<file path="config.mk">
export PLATFORM = sky130hd
export DESIGN_NAME = uart9_rx
export DESIGN_NICKNAME = d
export VERILOG_FILES = /design/src/rtl/uart9_rx.sv
export SDC_FILE = /design/constraint.sdc
export NUM_CORES = 1
export LEC_CHECK = 0
export ABC_AREA = 0
export BUFFER_PORTS_ARGS = -buffer_cell sky130_fd_sc_hd__buf_2
export CORE_MARGIN = 10
export CORE_UTILIZATION = 45
export CTS_CLUSTER_SIZE = 20
export DETAILED_ROUTE_END_ITERATION = 10
export PLACE_DENSITY = 0.66
export SLEW_MARGIN = 20
export SYNTH_ARGS = -nofsm -noshare
export SYNTH_HDL_FRONTEND = slang
export SYNTH_SLANG_ARGS = --single-unit
</file>
<file path="constraint.sdc">
create_clock -name clk -period 2.15 [get_ports clk]
set_input_delay 0.645 -clock clk [delete_from_list [all_inputs] [get_ports clk]]
set_output_delay 0.645 -clock clk [all_outputs]
set_load 0.05 [all_outputs]
</file>
<file path="src/rtl/uart9_rx.sv">
module uart9_rx #(
  parameter int OVS = 16
) (
  input  logic       clk,
  input  logic       rst_n,
  input  logic       tick,
  input  logic       rxd,
  input  logic       ctrl_we,
  input  logic [3:0] ctrl_wdata,
  input  logic       rd_pop,
  output logic [3:0] ctrl_q,
  output logic [7:0] rx_data,
  output logic       rx_bit9,
  output logic       frm_err,
  output logic       ovr_err,
  output logic       rx_irq
);
  localparam int CW   = $clog2(OVS);
  localparam int HALF = OVS / 2 - 1;

  typedef enum logic [2:0] {S_IDLE, S_START, S_DATA, S_STOP, S_WAITHI} st_t;

  st_t        st;
  logic [CW-1:0] cnt;
  logic [3:0] idx;
  logic [8:0] sh;
  logic [1:0] sync;
  logic [9:0] mem [2];
  logic       wp, rp;
  logic [1:0] fill;

  wire en    = ctrl_q[0];
  wire nine  = ctrl_q[1];
  wire cont  = ctrl_q[2];
  wire adet  = ctrl_q[3];
  wire rxs   = sync[1];
  wire active = en & cont & ~ovr_err;
  wire at_end = (cnt == CW'(OVS - 1));
  wire done   = active & tick & (st == S_STOP) & at_end;
  wire bit9   = nine & sh[8];
  wire accept = done & ~(nine & adet & ~sh[8]);
  wire full   = (fill == 2'd2);
  wire push   = accept & ~full;
  wire pop    = rd_pop & (fill != 2'd0);
  wire [3:0] last = nine ? 4'd8 : 4'd7;

  always_ff @(posedge clk or negedge rst_n) begin
    if (!rst_n) sync <= 2'b11;
    else        sync <= {sync[0], rxd};
  end

  always_ff @(posedge clk or negedge rst_n) begin
    if (!rst_n) ctrl_q <= '0;
    else if (ctrl_we) ctrl_q <= ctrl_wdata;
  end

  always_ff @(posedge clk or negedge rst_n) begin
    if (!rst_n) begin
      st  <= S_IDLE;
      cnt <= '0;
      idx <= '0;
      sh  <= '0;
    end else if (!active) begin
      st  <= S_IDLE;
      cnt <= '0;
    end else if (tick) begin
      case (st)
        S_IDLE: if (!rxs) begin
          st  <= S_START;
          cnt <= '0;
        end
        S_START: if (cnt == CW'(HALF)) begin
          cnt <= '0;
          idx <= '0;
          st  <= rxs ? S_IDLE : S_DATA;
        end else cnt <= cnt + 1'b1;
        S_DATA: if (at_end) begin
          cnt     <= '0;
          sh[idx] <= rxs;
          if (idx == last) st <= S_STOP;
          else idx <= idx + 1'b1;
        end else cnt <= cnt + 1'b1;
        S_STOP: if (at_end) begin
          cnt <= '0;
          st  <= rxs ? S_IDLE : S_WAITHI;
        end else cnt <= cnt + 1'b1;
        S_WAITHI: if (rxs) st <= S_IDLE;
        default: st <= S_IDLE;
      endcase
    end
  end

  always_ff @(posedge clk or negedge rst_n) begin
    if (!rst_n) begin
      wp   <= 1'b0;
      rp   <= 1'b0;
      fill <= '0;
      mem[0] <= '0;
      mem[1] <= '0;
    end else begin
      if (push) begin
        mem[wp] <= {~rxs, bit9, sh[7:0]};
        wp      <= ~wp;
      end
      if (pop) rp <= ~rp;
      fill <= fill + {1'b0, push} - {1'b0, pop};
    end
  end

  always_ff @(posedge clk or negedge rst_n) begin
    if (!rst_n) ovr_err <= 1'b0;
    else if (ctrl_we && !ctrl_wdata[2]) ovr_err <= 1'b0;
    else if (accept && full) ovr_err <= 1'b1;
  end

  wire [9:0] head = mem[rp];
  assign rx_irq  = (fill != 2'd0);
  assign rx_data = rx_irq ? head[7:0] : 8'h00;
  assign rx_bit9 = rx_irq & head[8];
  assign frm_err = rx_irq & head[9];
endmodule


</file>
# Word-level counts from Yosys, hierarchy flattened
# Cells that the tools add are included.
[op_classes]
n_eq_ne = 19
bitwise_logic = 22
addsub = 4
reduce_logical = 14
order_cmp = 5
n_mux = 34
[op_table]
columns = ["operator", "n"]
rows = [
  ["two-way mux 10 bit", 4],
  ["two-way mux 4 bit", 9],
  ["two-way mux 3 bit", 9],
  ["bitwise mux 20 bit", 1],
  ["!= test 3 bit (second input constant)", 6],
  ["one-hot mux 3 bit (5 select lines)", 1],
  ["AND 1 bit", 13],
  ["one-hot mux 4 bit (3 select lines)", 1],
  ["demux 10 bit (select 1 bit)", 1],
  ["bitwise mux 9 bit", 1],
  ["adder 4 x 1 -> 4 bit (second input constant)", 2],
  ["two-way mux 8 bit", 1],
  ["!= test 2 bit (second input constant)", 4],
  ["one-hot mux 4 bit (2 select lines)", 1],
  ["inverter 1 bit", 7],
  ["AND reduction 7 bit", 1],
  ["equality test 3 x 2 -> 1 bit (second input constant)", 2],
  ["AND reduction 6 bit", 1],
  ["nonzero test 2 bit", 3],
  ["less-than comparator 4 x 5 -> 1 bit (second input constant)", 1],
  ["demux 1 bit (select 4 bit)", 1],
  ["equality test 4 x 3 -> 1 bit (second input constant)", 1],
  ["equality test 4 bit", 1],
  ["equality test 4 bit (second input constant)", 1],
  ["18 further kinds", 25],
]
[totals]
ff_bits = 51
elab_cells = 110
in_bits = 10
out_inout_bits = 16

# Logic depth before layout (Yosys ltp)
# Gate-level depths: netlist of run 1.
[logic_depth]
depth_word = 9
mapped_depth = 7
depth_no_buf = 7

# Least setup slack after synthesis of run 1
# OpenSTA, ideal clock, no wires.
[synth_path]
kind = "reg2reg"
from = "register ctrl_q[2]"
to = "register mem[11] (netlist bit)"
setup_ns = 0.125
n_path_buf = 1
stages_incl_launch_ff = 6
period_less_slack_ns = 2.299
path_slack_ns = -0.149
arrival_ns = 2.174
required_time_ns = 2.025
cell_sequence = "dfrtp_1 nand4b_4 or4_4 nor3_2 buf_6 mux2_2"
[synth_via]
elab_chain_len = 7
[synth_rtl]
columns = ["item", "line_no", "text"]
rows = [
  ["start, declared", "11", "output logic [3:0] ctrl_q,"],
  ["start signal, assigned", "54", "else if (ctrl_we) ctrl_q <= ctrl_wdata;"],
  ["AND 1 bit (2 in a row)", "37", "wire active = en & cont & ~ovr_err;"],
  ["AND 1 bit (3 in a row)", "39", "wire done = active & tick & (st == S_STOP) & at_end;"],
  ["AND 1 bit", "41", "wire accept = done & ~(nine & adet & ~sh[8]);"],
  ["AND 1 bit", "43", "wire push = accept & ~full;"],
  ["end signal, assigned by index", "102", "mem[wp] <= {~rxs, bit9, sh[7:0]};"],
  ["end, declared", "28", "logic [9:0] mem [2];"],
]
# Every way passes these cells.
# A chain may end at the register's enable or synchronous reset.

# Worst setup path after layout of run 1
[layout_path]
from = "register cnt[0]"
to = "register mem[16] (netlist bit)"
[layout_via]
elab_chain_len = 4
[layout_rtl]
columns = ["item", "line_no", "text"]
rows = [
  ["start, declared", "24", "logic [CW-1:0] cnt;"],
  ["start signal, assigned", "76", "end else cnt <= cnt + 1'b1;"],
  ["start signal, assigned", "82", "end else cnt <= cnt + 1'b1;"],
  ["start signal, assigned", "86", "end else cnt <= cnt + 1'b1;"],
  ["equality test 4 bit", "38", "wire at_end = (cnt == CW'(OVS - 1));"],
  ["AND 1 bit", "39", ""],
  ["AND 1 bit", "41", ""],
  ["AND 1 bit", "43", ""],
]
# Every way passes these cells.

==> results of run 1 <==
timing repair:
item | CTS | global route
gates resized for setup | 0 | 0
hold buffers | 0 | 0
setup endpoints to repair | 0 | 4
buffers inserted | 0 | 1
hold endpoints to repair | 0 | 0
per-stage QoR:
stage	instance area (um2)	hold WS, ns	total power, mW	TNS (ns)	instances
floorplan	2690	0.345	1.43	0	237
global placement	3030	0.347	1.58	-0.453	344
detailed placement	3030	0.349	1.59	-0.523	344
CTS	3130	0.333	2.17	0	352
global route	3130	0.349	2.26	-0.00451	353
finish	3130	0.328	2.13	0	353
sequential cells by signal (all words and copies together), names as in the netlist:
name     count
wp           1
st           3
fill         2
mem         20
rp           1
sync         2
cnt          4
idx          4
ctrl_q       4
ovr_err      1
sh           9
cell families (layout without fill, tap and decap cells):
family / Yosys count / after routing
flops: 51 / 51
mux: 44 / 44
compound gates: 31 / 31
xor+xnor: 3 / 3
simple gates: 82 / 82
buf+inv: 20 / 64
fa+ha+maj: 6 / 6
worst max-delay path, cell delays in order (launching register included):
cell and delay [ns]:
dfrtp_1 0.39, ha_1 0.21, nand3_2 0.11, or4_4 0.55, nor3_4 0.21, buf_12 0.16, mux2_2 0.33
cell type report:
class	count	area [um2]
tap	72	90.1
sequential	51	1280
fill	519	2470
inverter	11	41.3
clock inverter	2	13.8
timing repair buffer	45	300
multi-input combinational	166	1320
clock buffer	6	82.6
Yosys cell counts, drive strengths merged (2+ instances only):
master   n
nand2   11
nor3     4
o21ai    9
clkbuf   7
dfstp    2
or3b     3
o221ai   2
or3      2
nand3    9
a41oi    2
a21oi    5
and2     2
mux2    31
inv     11
nor4     5
ha       6
mux2i   13
xnor2    2
nand3b   8
or4      2
a31oi    4
a211oi   2
and3b    3
and3     3
nor2    19
buf      2
o22ai    2
dfrtp   49
nand2b   4
final timing paths:
kind / startpoint / to / slack (ns) / depth (start not counted)
max: cnt[0] / mem[16] / 0.09 / 6
min: rst_n / mem[9] / 0.33 / 1
max reg2reg: cnt[0] / mem[16] / 0.09 / 6
min reg2reg: sync[0] / sync[1] / 0.36 / 0
max in group asynchronous: rst_n / idx[3] / 1.28 / 2
min in group clk: sync[0] / sync[1] / 0.36 / 0
power breakdown:
part,switching [mW],internal (mW)
logic,0.339,0.179
clock network,0.309,0.264
registers,0.0388,1.00
metal layers:
layer  share of wire (%)  up-vias  routed length, um
met5                   0        -                  0
met4                 1.2        0                 63
met3                 3.5        6                180
met2                  45       30               2310
met1                  50      919               2570
li1                    -      942                  -
==> metrics, run 1 <==
outcome completed; DRC 0; layout cells sized above 1 38.8%; Max Freq 486 MHz; sequential-to-total area share from yosys stat 48.2%; Die Area 9370 um2; Netlist cell types 48; Power Density 680 nW/um2; most common flop cell mapped by yosys dfrtp_1; CTS tree yes; post-synthesis compound-gate area fraction 7.73%; via count 1897; CTS sink count 51; diode count 0; VDD IR max 0.497 mV; Post-synth EDFFs 0; root buffer cell clkbuf_8; Hold Path Class in2async; first-pass detailed-route iteration total 4; Max Cap Violations 0; Synth Net Count 253; hpwl dp 3820 um; Rows 27; WL/cell 14.5 um; Worst Clk Skew 0.00753 ns; Slew headroom 62.6%; Yosys top cell by area dfrtp_1; gpl congestion 0.810; first-pass GRT wire length 9230 um; maximum fanout along the worst path 11; drt initial violations 77; Worst Max-Slew Pin Slew 0.561 ns; met2 Resource Use GR 17.0%; Max Slew Vio Count 0; clk_lat worst skew 0.30 ns; post-place setup slack -0.0640 ns; Seq cells post-synth 51; Via density 5.37; yosys warns 0; port buffer count 25; WP data arrival 2.25 ns; die height 96.8 um; largest net degree at the start of global routing 29; clock tree buffer depth 2; Setup crit start kind flip-flop; Final Net Count 296; vias in the first global route 1919; period utilisation layout 95.7%; # IOs 26; fraction of registers with async set/reset 100%; drt total wl 5130 um; Post-Synth XOR/XNOR Area 0.990%; Setup violations, final 0; Simple-Gate Fraction of Synth Area 19.1%; most common cell after layout, fill and taps aside dfrtp_1; CP Capture Type flip-flop; top cells by area, synth dfrtp_1 46%, mux2_2 13%, mux2i_1 4.9%; Final Critical Period 2.06 ns; GR Util met1 15.2%; Fin. Hold Viols 0; fin util 55.9%; leakage 1.49 nW; met3 Use GR 2.98%; mux cell area share after synthesis 18.1%; H-tree levels 2; core area 5610 um2; grt ovf 0; initial core utilization 47.3%; syn_area_per_cell 11.2 um2; Clk pin slew, worst setup/hold paths 0.09 ns; die width 96.8 um; busiest layer in global routing met2; commonest non-fill, non-tap cells in the layout 44 x dfrtp_1, 31 x mux2_2, 25 x buf_2; Setup CP Type reg2reg; worst setup margin 0.0922 ns; initial antenna violation count 0; Critical Path RT 2.34 ns; Syn Inst Count 237; synthesis-to-layout area growth 18.1%; Synth top area share 46.2%; Final ANT Viol Nets 0; Tot GR Track Use 11.3%; largest family of logic cells by synthesized area simple AND/OR/NAND/NOR gates; Synth Area in Adders 2.83%; Syn Std Cell Area 2650 um2; CTS Buf Count 5
No activity file was read; power rests on OpenSTA's default activity.
==> run 2: changes to the inputs <==
Settings changed: MAX_ROUTING_LAYER set to met4.
==> metrics, run 2 (same netlist as run 1, synthesis figures left out) <==
dpl cell area 3030 um2 (unchanged); Psw 688 uW (+0.17%); Post-CTS Resized 0 (unchanged); leakage 1.49 nW (unchanged); die width 96.8 um (unchanged); Worst Clk Skew 0.00735 ns (-0.000175 ns); commonest non-fill, non-tap cells in the layout 44 x dfrtp_1, 31 x mux2_2, 25 x buf_2; synthesis-to-layout area growth 18.1% (unchanged); Max Slew Vio Count 0 (unchanged); Max Cap Violations 0 (unchanged); worst setup margin 0.0932 ns (+0.000982 ns); VDD IR max 0.496 mV (-0.20%); Max Freq 486 MHz (about the same); Final ANT Viol Nets 0 (unchanged); gpl congestion 0.821 (+1.5%); diode count 0 (unchanged); largest net degree at the start of global routing 29 (unchanged); Hold Path Class in2async; hpwl dp 3820 um (unchanged); via count 1893 (-0.21%); CP Capture Type flip-flop; Die Area 9370 um2 (unchanged); period utilisation layout 95.7% (about the same); P_int 1.45 mW (about the same); drt initial violations 63 (-18%); max reg flops 20 (unchanged); WL/cell 14.5 um (-0.25%); switch share 32.3% (+0.037 points); Power Density 681 nW/um2 (about the same); port buffer count 25 (unchanged); Worst Max-Slew Pin Slew 0.566 ns (+0.00493 ns); H-tree levels 2 (unchanged); Tot GR Track Use 11.6% (+0.31 points); Setup crit start kind flip-flop; die height 96.8 um (unchanged); Logic pwr share 24.3% (about the same); Top Registers mem (20), sh (9); vias in the first global route 1920 (+0.052%); Slew headroom 62.3% (-0.33 points); largest reg by FF count mem; Pwr Total 2.13 mW (about the same); Final Critical Period 2.06 ns (-0.000982 ns); WP data arrival 2.25 ns (about the same); DRC 0 (unchanged); grt ovf 0 (unchanged); Setup CP Type reg2reg; post-place setup slack -0.0640 ns (unchanged); Rows 27 (unchanged); design area 3130 um2 (unchanged); Clk pin slew, worst setup/hold paths 0.09 ns (about the same); power share of the sequential group 48.8% (about the same); clk_lat worst skew 0.30 ns (about the same); most common cell after layout, fill and taps aside dfrtp_1; core area 5610 um2 (unchanged); Setup violations, final 0 (unchanged); # IOs 26 (unchanged); CTS tree yes; initial antenna violation count 0 (unchanged); outcome completed; layout cells sized above 1 38.8% (unchanged); clock tree buffer depth 2 (unchanged); root buffer cell clkbuf_8; drt total wl 5120 um (-0.25%); CTS Buf Count 5 (unchanged); Post-CTS Hold Buffers 0 (unchanged); Clk pwr share 26.9% (about the same); Via density 5.36 (-0.21%); maximum fanout along the worst path 11 (unchanged); initial core utilization 47.3% (unchanged); first-pass GRT wire length 9240 um (about the same); Critical Path RT 2.34 ns (about the same); CTS sink count 51 (unchanged); Fin. Hold Viols 0 (unchanged); first-pass detailed-route iteration total 4 (unchanged); final setup TNS 0 ns (unchanged); R2R Setup Slk 0.09 ns (about the same); Final Net Count 296 (unchanged)
[run 2: cell counts in the layout (fill, tap and decap cells not counted)]
Identical to the previous run, type by type.
[run 2: power by group through the flow]
stage	Clock, mW	Sequential (mW)	Combinational, mW
global route	0.639	1.05	0.568
floorplan	0	1.09	0.347
detailed placement	0	1.06	0.530
CTS	0.598	1.04	0.530
global placement	0	1.06	0.523
finish	0.574	1.04	0.518
[run 2: final timing paths]
check / startpoint / endpoint / cells after the start
min: rst_n / mem[9] / 1
min reg2reg: sync[0] / sync[1] / 0
max reg2reg: cnt[0] / mem[16] / 6
max: cnt[0] / mem[16] / 6
max in group asynchronous: rst_n / cnt[2] / 2
min in group clk: sync[0] / sync[1] / 0
[run 2: worst max-delay path, stage by stage, from the launching register on]
cell and delay, ns:
dfrtp_1 0.39, ha_1 0.21, nand3_2 0.11, or4_4 0.55, nor3_4 0.21, buf_12 0.16
mux2_2 0.33
[run 2: repair_timing]
| action | in CTS | in global routing |
|---|---|---|
| endpoints found under the setup margin | 0 | 4 |
| hold endpoints to repair | 0 | 0 |
| setup buffers | 0 | 1 |
[run 2: routing by layer]
metal / global-route usage, % / share of wire [%] / up-vias
li1: - / - / 942
met1: 15.4 / 51 / 917
met2: 17.0 / 45 / 28
met3: 2.77 / 2.9 / 6
met4: 3.49 / 1.2 / 0
met5: - / 0 / -
[run 2: final cells by class]
cell class	count	area [um2]
inverters	11	41.3
fillers	519	2470
clock inverters	2	13.8
repair buffers	45	300
multi-input cells	166	1320
flip-flops and latches	51	1280
clock buffers	6	82.6
well taps	72	90.1
[run 2: stage by stage]
| step | utilization (%) | cells | hold slack, ns |
|---|---|---|---|
| after floorplan | - | 237 | 0.345 |
| after global placement | 54.0 | 344 | 0.347 |
| after detailed placement | 54.0 | 344 | 0.349 |
| after CTS | 55.8 | 352 | 0.333 |
| after global routing | 55.9 | 353 | 0.348 |
| final | 55.9 | 353 | 0.327 |
